`config.mk`:
```
export PLATFORM = sky130hd
export DESIGN_NAME = page_prog_seq
export DESIGN_NICKNAME = d
export VERILOG_FILES = /design/src/rtl/pps_pkg.sv /design/src/rtl/page_buf.sv /design/src/rtl/prog_timer.sv /design/src/rtl/page_prog_seq.sv
export SDC_FILE = /design/constraint.sdc
export NUM_CORES = 1
export LEC_CHECK = 0
export BUFFER_PORTS_ARGS = -buffer_cell sky130_fd_sc_hd__buf_2
export CORE_MARGIN = 2
export CORE_UTILIZATION = 60
export DETAILED_ROUTE_END_ITERATION = 7
export PLACE_DENSITY = 0.85
export SLEW_MARGIN = 20
export SYNTH_ARGS = -nofsm -noshare
export SYNTH_HDL_FRONTEND = slang
export SYNTH_SLANG_ARGS = --single-unit
```
`constraint.sdc`:
```
create_clock -name clk -period 4.35 [get_ports clk]
set_clock_uncertainty 0.1 [all_clocks]
set_input_delay 0.6525 -clock clk [delete_from_list [all_inputs] [get_ports clk]]
set_output_delay 0.6525 -clock clk [all_outputs]
set_load 0.01 [all_outputs]
```
`src/rtl/pps_pkg.sv`:
```
// Shared types for the page program sequencer.
package pps_pkg;
    // Sequencer phases: collecting/idle, timed programming, slot commit walk.
    typedef enum logic [1:0] {
        SEQ_IDLE  = 2'd0,
        SEQ_TIMED = 2'd1,
        SEQ_WALK  = 2'd2
    } seq_state_t;
endpackage

```
`src/rtl/page_buf.sv`:
```
// page_buf: eight-slot (2**PAGE_BITS) data buffer with per-slot loaded marks.
// A load opens a page: it latches the page bits and the starting slot and clears
// every mark. Each push writes the current slot, marks it and advances the slot
// modulo the page size. A flush clears the marks.
// Assumes load, push and flush are mutually exclusive per cycle (caller's duty).
module page_buf #(
    parameter int ADDR_W    = 9,
    parameter int DATA_W    = 8,
    parameter int PAGE_BITS = 3
) (
    input  logic                  clk,
    input  logic                  rst_n,
    input  logic                  load_i,
    input  logic [ADDR_W-1:0]     load_addr_i,
    input  logic                  push_i,
    input  logic [DATA_W-1:0]     push_data_i,
    input  logic                  flush_i,
    input  logic [PAGE_BITS-1:0]  rd_slot_i,
    output logic [DATA_W-1:0]     rd_data_o,
    output logic                  rd_valid_o,
    output logic [ADDR_W-PAGE_BITS-1:0] base_o,
    output logic                  filled_o
);
    localparam int SLOTS = 1 << PAGE_BITS;
    localparam int HI_W  = ADDR_W - PAGE_BITS;

    logic [HI_W-1:0]                base_q;
    logic [PAGE_BITS-1:0]           idx_q;
    logic [SLOTS-1:0]               mark_w;
    logic [SLOTS-1:0][DATA_W-1:0]   cell_w;

    // Page bits and fill pointer: set on load, pointer wraps on push.
    always_ff @(posedge clk) begin
        if (!rst_n) begin
            base_q <= '0;
            idx_q  <= '0;
        end else if (load_i) begin
            base_q <= load_addr_i[ADDR_W-1:PAGE_BITS];
            idx_q  <= load_addr_i[PAGE_BITS-1:0];
        end else if (push_i) begin
            idx_q  <= idx_q + PAGE_BITS'(1);
        end
    end

    for (genvar g = 0; g < SLOTS; g++) begin : g_slot
        logic [DATA_W-1:0] cell_q;
        logic              mark_q;
        logic              hit;
        assign hit = push_i && (idx_q == PAGE_BITS'(g));

        // Slot storage: captures the byte when the pointer selects it.
        always_ff @(posedge clk) begin
            if (!rst_n)   cell_q <= '0;
            else if (hit) cell_q <= push_data_i;
        end

        // Loaded mark: cleared on open or flush, set when the slot is written.
        always_ff @(posedge clk) begin
            if (!rst_n)                   mark_q <= 1'b0;
            else if (load_i || flush_i)   mark_q <= 1'b0;
            else if (hit)                 mark_q <= 1'b1;
        end

        assign cell_w[g] = cell_q;
        assign mark_w[g] = mark_q;
    end

    assign rd_data_o  = cell_w[rd_slot_i];
    assign rd_valid_o = mark_w[rd_slot_i];
    assign base_o     = base_q;
    assign filled_o   = |mark_w;
endmodule

```
`src/rtl/prog_timer.sv`:
```
// prog_timer: one-shot interval timer. start_i arms it; expired_o is high in
// the PROG_CYCLES-th cycle after the arming edge, after which it stops.
// Assumes PROG_CYCLES >= 1; start_i is not raised while it runs.
module prog_timer #(
    parameter int PROG_CYCLES = 500000
) (
    input  logic clk,
    input  logic rst_n,
    input  logic start_i,
    output logic expired_o
);
    localparam int CW = (PROG_CYCLES > 1) ? $clog2(PROG_CYCLES + 1) : 1;
    localparam logic [CW-1:0] LAST = CW'(PROG_CYCLES - 1);

    logic          run_q;
    logic [CW-1:0] cnt_q;

    // Interval counter: runs from 0 to LAST, then stops.
    always_ff @(posedge clk) begin
        if (!rst_n) begin
            run_q <= 1'b0;
            cnt_q <= '0;
        end else if (start_i) begin
            run_q <= 1'b1;
            cnt_q <= '0;
        end else if (run_q) begin
            if (cnt_q == LAST) run_q <= 1'b0;
            else               cnt_q <= cnt_q + CW'(1);
        end
    end

    assign expired_o = run_q && (cnt_q == LAST);
endmodule

```
`src/rtl/page_prog_seq.sv`:
```
// page_prog_seq: page write buffer plus self-timed program sequencer.
// Collects data bytes of a write transaction into page_buf. The buffer is
// committed on an aligned chip-select rise when writing is permitted and the
// protect level stayed high. The block then times PROG_CYCLES cycles and walks
// all slots, writing loaded, unprotected ones, and pulses wel_clr_o at the end.
// Assumes the decoder raises wr_start_i, byte_vld_i and cs_rise_i in distinct cycles.
module page_prog_seq
    import pps_pkg::*;
#(
    parameter int ADDR_W      = 9,
    parameter int DATA_W      = 8,
    parameter int PAGE_BITS   = 3,
    parameter int PROG_CYCLES = 500000
) (
    input  logic              clk,
    input  logic              rst_n,
    input  logic              wr_start_i,
    input  logic [ADDR_W-1:0] wr_addr_i,
    input  logic              byte_vld_i,
    input  logic [DATA_W-1:0] byte_data_i,
    input  logic              cs_rise_i,
    input  logic              cs_byte_aligned_i,
    input  logic              wr_permit_i,
    input  logic              wp_n_i,
    input  logic              chk_prot_i,
    output logic              arr_we_o,
    output logic [ADDR_W-1:0] arr_addr_o,
    output logic [DATA_W-1:0] arr_wdata_o,
    output logic              busy_o,
    output logic              wel_clr_o
);
    localparam int HI_W = ADDR_W - PAGE_BITS;
    localparam logic [PAGE_BITS-1:0] SLOT_LAST = {PAGE_BITS{1'b1}};

    seq_state_t           state_q;
    logic [PAGE_BITS-1:0] slot_q;
    logic                 collect_q;
    logic                 spoiled_q;

    logic                 idle, open_txn, push, close_txn, commit_ok, flush, walk_end;
    logic                 expired, filled, slot_valid;
    logic [HI_W-1:0]      base;
    logic [DATA_W-1:0]    slot_data;

    assign idle      = (state_q == SEQ_IDLE);
    assign open_txn  = idle && wr_start_i;
    assign push      = idle && collect_q && byte_vld_i;
    assign close_txn = idle && collect_q && cs_rise_i;
    assign commit_ok = close_txn && cs_byte_aligned_i && filled &&
                       wr_permit_i && wp_n_i && !spoiled_q;
    assign walk_end  = (state_q == SEQ_WALK) && (slot_q == SLOT_LAST);
    assign flush     = (close_txn && !commit_ok) || walk_end;

    page_buf #(
        .ADDR_W   (ADDR_W),
        .DATA_W   (DATA_W),
        .PAGE_BITS(PAGE_BITS)
    ) u_buf (
        .clk        (clk),
        .rst_n      (rst_n),
        .load_i     (open_txn),
        .load_addr_i(wr_addr_i),
        .push_i     (push),
        .push_data_i(byte_data_i),
        .flush_i    (flush),
        .rd_slot_i  (slot_q),
        .rd_data_o  (slot_data),
        .rd_valid_o (slot_valid),
        .base_o     (base),
        .filled_o   (filled)
    );

    prog_timer #(
        .PROG_CYCLES(PROG_CYCLES)
    ) u_timer (
        .clk      (clk),
        .rst_n    (rst_n),
        .start_i  (commit_ok),
        .expired_o(expired)
    );

    // Transaction tracking: open on start, close on any chip-select rise.
    always_ff @(posedge clk) begin
        if (!rst_n)          collect_q <= 1'b0;
        else if (open_txn)   collect_q <= 1'b1;
        else if (close_txn)  collect_q <= 1'b0;
    end

    // Protect-level watch: any low level during collection spoils the transaction.
    always_ff @(posedge clk) begin
        if (!rst_n)                          spoiled_q <= 1'b0;
        else if (open_txn)                   spoiled_q <= !wp_n_i;
        else if (idle && collect_q && !wp_n_i) spoiled_q <= 1'b1;
    end

    // Phase sequencing: idle -> timed interval -> slot walk -> idle.
    always_ff @(posedge clk) begin
        if (!rst_n) begin
            state_q <= SEQ_IDLE;
            slot_q  <= '0;
        end else begin
            unique case (state_q)
                SEQ_IDLE: begin
                    if (commit_ok) state_q <= SEQ_TIMED;
                    slot_q <= '0;
                end
                SEQ_TIMED: begin
                    if (expired) state_q <= SEQ_WALK;
                    slot_q <= '0;
                end
                SEQ_WALK: begin
                    slot_q <= slot_q + PAGE_BITS'(1);
                    if (slot_q == SLOT_LAST) state_q <= SEQ_IDLE;
                end
                default: state_q <= SEQ_IDLE;
            endcase
        end
    end

    assign arr_addr_o  = {base, slot_q};
    assign arr_wdata_o = slot_data;
    assign arr_we_o    = (state_q == SEQ_WALK) && slot_valid && !chk_prot_i;
    assign busy_o      = !idle;
    assign wel_clr_o   = walk_end;
endmodule

```
==> results of run 1 <==
-- cell type report --
cell class	instances	area, um2
Clock buffer	10	138
Clock inverter	6	111
Fill cell	640	2460
Inverter	11	41.3
Multi-Input combinational cell	371	2510
Sequential cell	108	2160
Tap cell	102	128
Timing Repair Buffer	49	255
-- where the power goes --
part | switching (mW) | internal [mW] | leakage [nW]
registers | 0.00898 | 1.00 | 0.873
clock network | 0.328 | 0.398 | 0.122
logic | 0.0768 | 0.0403 | 1.10
total | 0.414 | 1.44 | 2.09
-- registers in the layout (all words and copies together), names as in the netlist --
signal / cells
collect_q: 1
spoiled_q: 1
u_buf.g_slot.cell_q: 64
u_buf.base_o: 6
u_buf.idx_q: 3
u_timer.cnt_q: 19
u_buf.g_slot.mark_q: 8
state_q: 2
u_timer.run_q: 1
slot_q: 3
-- placed cells by master, fill, tap and decap left out, drive strengths merged, types with 5 or more instances in the layout --
master | Yosys | routed
inv | 10 | 11
o21ai | 5 | 5
xor2 | 8 | 8
a21oi | 64 | 64
xnor2 | 5 | 5
mux4 | 18 | 18
mux2i | 28 | 28
nand3 | 52 | 52
and4 | 5 | 5
dfxtp | 108 | 108
ha | 9 | 9
clkbuf | 27 | 10
nor2 | 48 | 48
buf | 14 | 49
nor2b | 5 | 5
mux2 | 8 | 8
nand2 | 74 | 74
-- worst min-delay path: stages (launching register included) --
cell     delay, ns
dfxtp_1       0.32
nand2_1       0.05
a21oi_1       0.05
-- layer usage --
layer	share of wire, %	track usage (%)	vias to the layer above
li1	-	-	1883
met1	43	33.2	1894
met2	49	45.7	166
met3	6.3	5.38	20
met4	2.4	9.66	0
met5	0	0	-
-- synthesized netlist by cell type (2+ instances only) --
| cell type | n |
|---|---|
| dfxtp_1 | 108 |
| nand2_1 | 74 |
| a21oi_1 | 59 |
| nand3_1 | 52 |
| nor2_1 | 48 |
| mux2i_1 | 28 |
| clkbuf_1 | 27 |
| mux4_2 | 18 |
| buf_2 | 10 |
| inv_1 | 10 |
| ha_1 | 9 |
| mux2_2 | 8 |
| xor2_1 | 8 |
| a21oi_2 | 5 |
| nor2b_1 | 5 |
| xnor2_1 | 5 |
| and4_1 | 4 |
| a21boi_0 | 3 |
| and3_1 | 3 |
| o211ai_1 | 3 |
| o21ai_0 | 3 |
| a211oi_1 | 2 |
| and2_1 | 2 |
| buf_1 | 2 |
| nand2b_1 | 2 |
| nand3b_1 | 2 |
| nor3_1 | 2 |
| nor4_1 | 2 |
| o21ai_1 | 2 |
| o31ai_1 | 2 |
| or3_2 | 2 |
| or4_2 | 2 |
-- kinds of logic after synthesis --
family | after synthesis | synth area share [%]
muxes | 54 | 15.9
DFF | 108 | 44.2
AOI/OAI and AO/OA | 84 | 9.96
xor gates and xnor gates | 13 | 2.33
adders and majority gates | 9 | 2.30
buffers and inverters | 52 | 4.63
and+or+nand+nor | 211 | 20.7
-- through the flow --
step / cell area [um2] / util, % / std cells / hold slack, ns / setup WS [ns]
after CTS: 5350 / 68.5 / 657 / 0.358 / 1.34
after global placement: 5100 / 65.3 / 641 / 0.338 / 1.80
after floorplan: 4890 / - / 531 / 0.333 / 1.77
after detailed placement: 5100 / 65.3 / 641 / 0.345 / 1.75
after global routing: 5350 / 68.5 / 657 / 0.372 / 1.26
final: 5350 / 68.5 / 657 / 0.361 / 1.35
-- path summary, 6_finish.rpt --
kind                        startpoint                   endpoint  slack, ns  cells after the start
max                          slot_q[1]                   arr_we_o       1.35                      4
min          u_buf.g_slot[2].cell_q[2]  u_buf.g_slot[2].cell_q[2]       0.36                      2
max reg2reg                 state_q[0]  u_buf.g_slot[0].cell_q[2]       1.89                      6
min reg2reg  u_buf.g_slot[2].cell_q[2]  u_buf.g_slot[2].cell_q[2]       0.36                      2
==> flow_metrics.tcl, run 1 <==
set metrics [dict create \
    grt_pass1_wl_um 18300 \
    synth_top_area_cell "dfxtp_1" \
    start_util_pct 62.6 \
    syn_nets 566 \
    p_total_mw 1.85 \
    drt-pass1-iter-count 5 \
    drt_iter0_markers 309 \
    crit_family "flip-flops" \
    root_buffer "clkbuf_8" \
    drive_gt1_share_pct 19.3 \
    netlist_area_um2 4890 \
    worst_path_max_delay_cell "dfxtp_1" \
    peakVddDrop_v 0.000215 \
    max_freq_mhz 334 \
    grt_start_max_net_pins 41 \
    cp_max_fo 21 \
    cap_viol_max_count 0 \
    crit_chain "mux4_2 > mux2i_1 > nor3_1 > buf_2" \
    finalNetCount 585 \
    ctsHtreeMaxLevel 3 \
    cts_tree "built" \
    crit_path_end_kind "output pin" \
    period_needed_ns 3.00 \
    antenna_cells 0 \
    clkTransAtPathRegs_ns 0.09 \
    yosysTopAreaCellShare_pct 44.2 \
    fin_setup_tns_ns 0 \
    leakagePower_nw 2.09 \
    grt_remaining_overflow 0 \
    start_kind "register" \
    drv_slew 0 \
    grt_pass1_vias 3906 \
    outcome "completed" \
    wire_per_inst_um 17.0 \
    p_per_area_nw_per_um2 346 \
    yosysSeqAreaShare_pct 44.2 \
    grt_antenna_before_repair 0 \
    ys_ff_latch 108 \
    core_um2 7810 \
    tightest_slew_ns 0.947 \
    die_w_um 94.3 \
    synth.area.top_cells "dfxtp_1 44%, mux4_2 8.3%, a21oi_1 6.0%" \
    critPathKind "reg2out" \
    syn_area_per_cell_um2 9.21 \
    arrival_ns 2.24 \
    grt_use_total_pct 26.7 \
    finalHoldViolCount 0 \
    clk_path_buf_depth 2 \
    synth.distinct_cells 51 \
    post_cts_resized 0 \
    async_reset_ff_share_pct 0 \
    ys.flop_type "dfxtp_1" \
    rsz0062_at_grt "no" \
    post-dp-hpwl_um 7560 \
    holdCritPathClass "reg2reg" \
    clkSinkCount 108 \
    ioPinCount 46 \
    ant_nets 0 \
    viasPerCell 6.03 \
    setup_viol 0 \
    yosysWarningCount 0 \
    cpPeakStageDelay_ns 0.95 \
    cts_setup_buffers 0 \
    die_height_um 94.3 \
    place.gp.congestion 0.858 \
    required_ns 3.60 \
    relSlewSlack_pct 36.8 \
    dieArea_um2 8880 \
    cts_hold_buf 0 \
    num_rows 32 \
    clkLatencyLatePin_ns 0.37 \
    routed_wl_um 11100 \
    drc 0 \
    vias 3963 \
    critPathBufInv 1 \
    cts-buffers-inserted 9 \
    fin_crit_sh_pct 68.9 \
    area_growth_pct 9.44 \
    synth_enable_flop_cells 0 \
    portBuffers 45 \
    syn-instance-count 531 \
]
(Power assumes the default switching activity.)
==> run 2: changes to the inputs <==
- CORE_UTILIZATION: 60 -> 53
- PLACE_DENSITY: 0.85 -> 0.79
- clock period: 4.35 -> 2.58 ns (I/O delays scaled with it)
==> run 2 against run 1 <==
Net effect: sequential share of layout area fell by 0.39 points; count of clock-buffer cells in the layout did not move; die area grew 13%; clock power up 34%; wire length is 0.54% higher; worst hold slack got worse by 0.22 ns; register-to-register slack got worse by 1.4 ns; total power increased by 55%; combinational power increased by 74%; first-iteration DRC count shrank 31%; setup slack got worse by 1.2 ns.
==> flow_metrics.tcl, run 2 (synthesized netlist as in run 1, its figures left out) <==
set metrics [dict create \
    outcome "completed" \
    clkSinkCount 108 \
    arrival_ns 1.97 \
    relSlewSlack_pct 56.3 \
    rsz0062_at_grt "no" \
    r2r_start "state_q[0]" \
    portBuffers 45 \
    place.gp.congestion 0.815 \
    post_cts_resized 0 \
    grt_remaining_overflow 0 \
    hold_start "wr_addr_i[4]" \
    cap_viol_max_count 0 \
    ctsHtreeMaxLevel 3 \
    final_cells 676 \
    cpPeakStageDelay_ns 0.53 \
    min_delay_worst_endpoint "u_buf.base_o[1]" \
    setup_viol 0 \
    leakagePower_nw 2.12 \
    grt_start_max_net_pins 74 \
    fin_crit_sh_pct 95.2 \
    drt_iter0_markers 213 \
    num_rows 35 \
    drt-pass1-iter-count 6 \
    grt_pass1_vias 3813 \
    drive_gt1_share_pct 20.7 \
    grt_use_total_pct 23.8 \
    clkTransAtPathRegs_ns 0.11 \
    max_freq_mhz 407 \
    cts_hold_buf 0 \
    critPathBufInv 2 \
    r2r_cells 5 \
    top_regs "u_buf.g_slot.cell_q x64, u_timer.cnt_q x19, u_buf.g_slot.mark_q x8" \
    core_um2 9110 \
    cts-buffers-inserted 9 \
    place_inst 661 \
    critPathKind "reg2out" \
    die_w_um 100 \
    largest_reg_flops 64 \
    dieArea_um2 10000 \
    wire_per_inst_um 16.6 \
    crit_chain "buf_12 > mux4_2 > mux2_2 > buf_2" \
    clkLatencyLatePin_ns 0.37 \
    p_total_mw 2.88 \
    viasPerCell 5.86 \
    finalNetCount 596 \
    peakVddDrop_v 0.000318 \
    clk_path_buf_depth 2 \
    crit_path_end_kind "output pin" \
    cp_max_fo 21 \
    holdCritPathClass "in2reg" \
    cts_tree "built" \
    holdWs_ns 0.137 \
    crit_family "multiplexers" \
    fin_setup_tns_ns 0 \
    period_needed_ns 2.46 \
    finalHoldViolCount 0 \
    reg2reg_to "u_buf.g_slot[2].cell_q[4]" \
    rrSetupSlack_ns 0.47 \
    grt_pass1_wl_um 18800 \
    start_util_pct 53.7 \
    routed_wl_um 11200 \
    drc 0 \
    final_common_cell "dfxtp_1" \
    root_buffer "clkbuf_8" \
    die_height_um 100 \
    top_register "u_buf.g_slot.cell_q" \
    ioPinCount 46 \
    ant_nets 0 \
    area_growth_pct 10.5 \
    mostFrequentLayoutCells "108 x dfxtp_1, 74 x nand2_1, 59 x a21oi_1, 52 x nand3_1, 48 x nor2_1" \
    whs_path_depth 3 \
    drv_slew 0 \
    start_kind "register" \
    worst_path_max_delay_cell "mux4_2" \
    grt_antenna_before_repair 0 \
    required_ns 2.09 \
    vias 3961 \
    p_per_area_nw_per_um2 533 \
    post-dp-hpwl_um 7650 \
    antenna_cells 0 \
    tightest_slew_ns 0.654 \
    nFillCells 768 \
    cts_setup_buffers 0 \
]
[run 2: changes by cell type in the layout (fill, tap and decap cells not counted), sizes merged]
cell,delta
inv,+2
buf,+11
bufinv,-3
[run 2: worst max-delay path by stage]
| stage | slack (ns) | depth (start not counted) | to | start |
|---|---|---|---|---|
| 2_1_floorplan | 0.27 | 4 | arr_wdata_o[0] | slot_q[0] |
| 3_3_place_gp | 0.55 | 4 | arr_wdata_o[6] | slot_q[0] |
| 3_5_place_dp | 0.52 | 5 | u_buf.g_slot[2].cell_q[4] | state_q[0] |
| 4_1_cts | 0.11 | 4 | arr_wdata_o[6] | slot_q[0] |
| 5_1_grt | 0.02 | 5 | arr_we_o | slot_q[0] |
| 6_report | 0.12 | 4 | arr_wdata_o[6] | slot_q[0] |
[run 2: cell type report]
cell class              instances  area (um2)  share of cell area, %
repair buffers                 60         363                   6.72
multi-input cells             371        2510                   46.5
flip-flops and latches        108        2160                   40.0
well taps                     111         139                   2.57
clock buffers                  10         138                   2.55
inverters                      11        41.3                  0.764
clock inverters                 5        45.0                  0.834
[run 2: per-stage QoR]
stage          setup WS, ns  cell area [um2]  util (%)
2_1_floorplan         0.269             4890         -
3_3_place_gp          0.547             5220      57.3
3_5_place_dp          0.522             5220      57.3
4_1_cts               0.105             5400      59.3
5_1_grt              0.0249             5400      59.3
6_report              0.124             5400      59.3
[run 2: worst reg2reg max path: stages (launching register included)]
cell and delay (ns):
dfxtp_1 0.45, nor4bb_4 0.47, and2_1 0.44, nand2_1 0.31, nand2_1 0.15, a21oi_1 0.07
[run 2: layer usage]
metal	routed length, um	vias to the layer above	global-route usage, %
li1	-	1916	-
met5	0	-	0
met4	167	0	6.74
met2	5480	147	40.6
met1	4830	1881	30.4
met3	726	17	5.29
[run 2: where the power goes]
| group | switching [mW] | total (mW) | internal (mW) | leakage, nW |
|---|---|---|---|---|
| clock | 0.587 | 0.974 | 0.386 | 0.0909 |
| sequential | 0.0146 | 1.70 | 1.69 | 0.873 |
| combinational | 0.127 | 0.204 | 0.0763 | 1.16 |
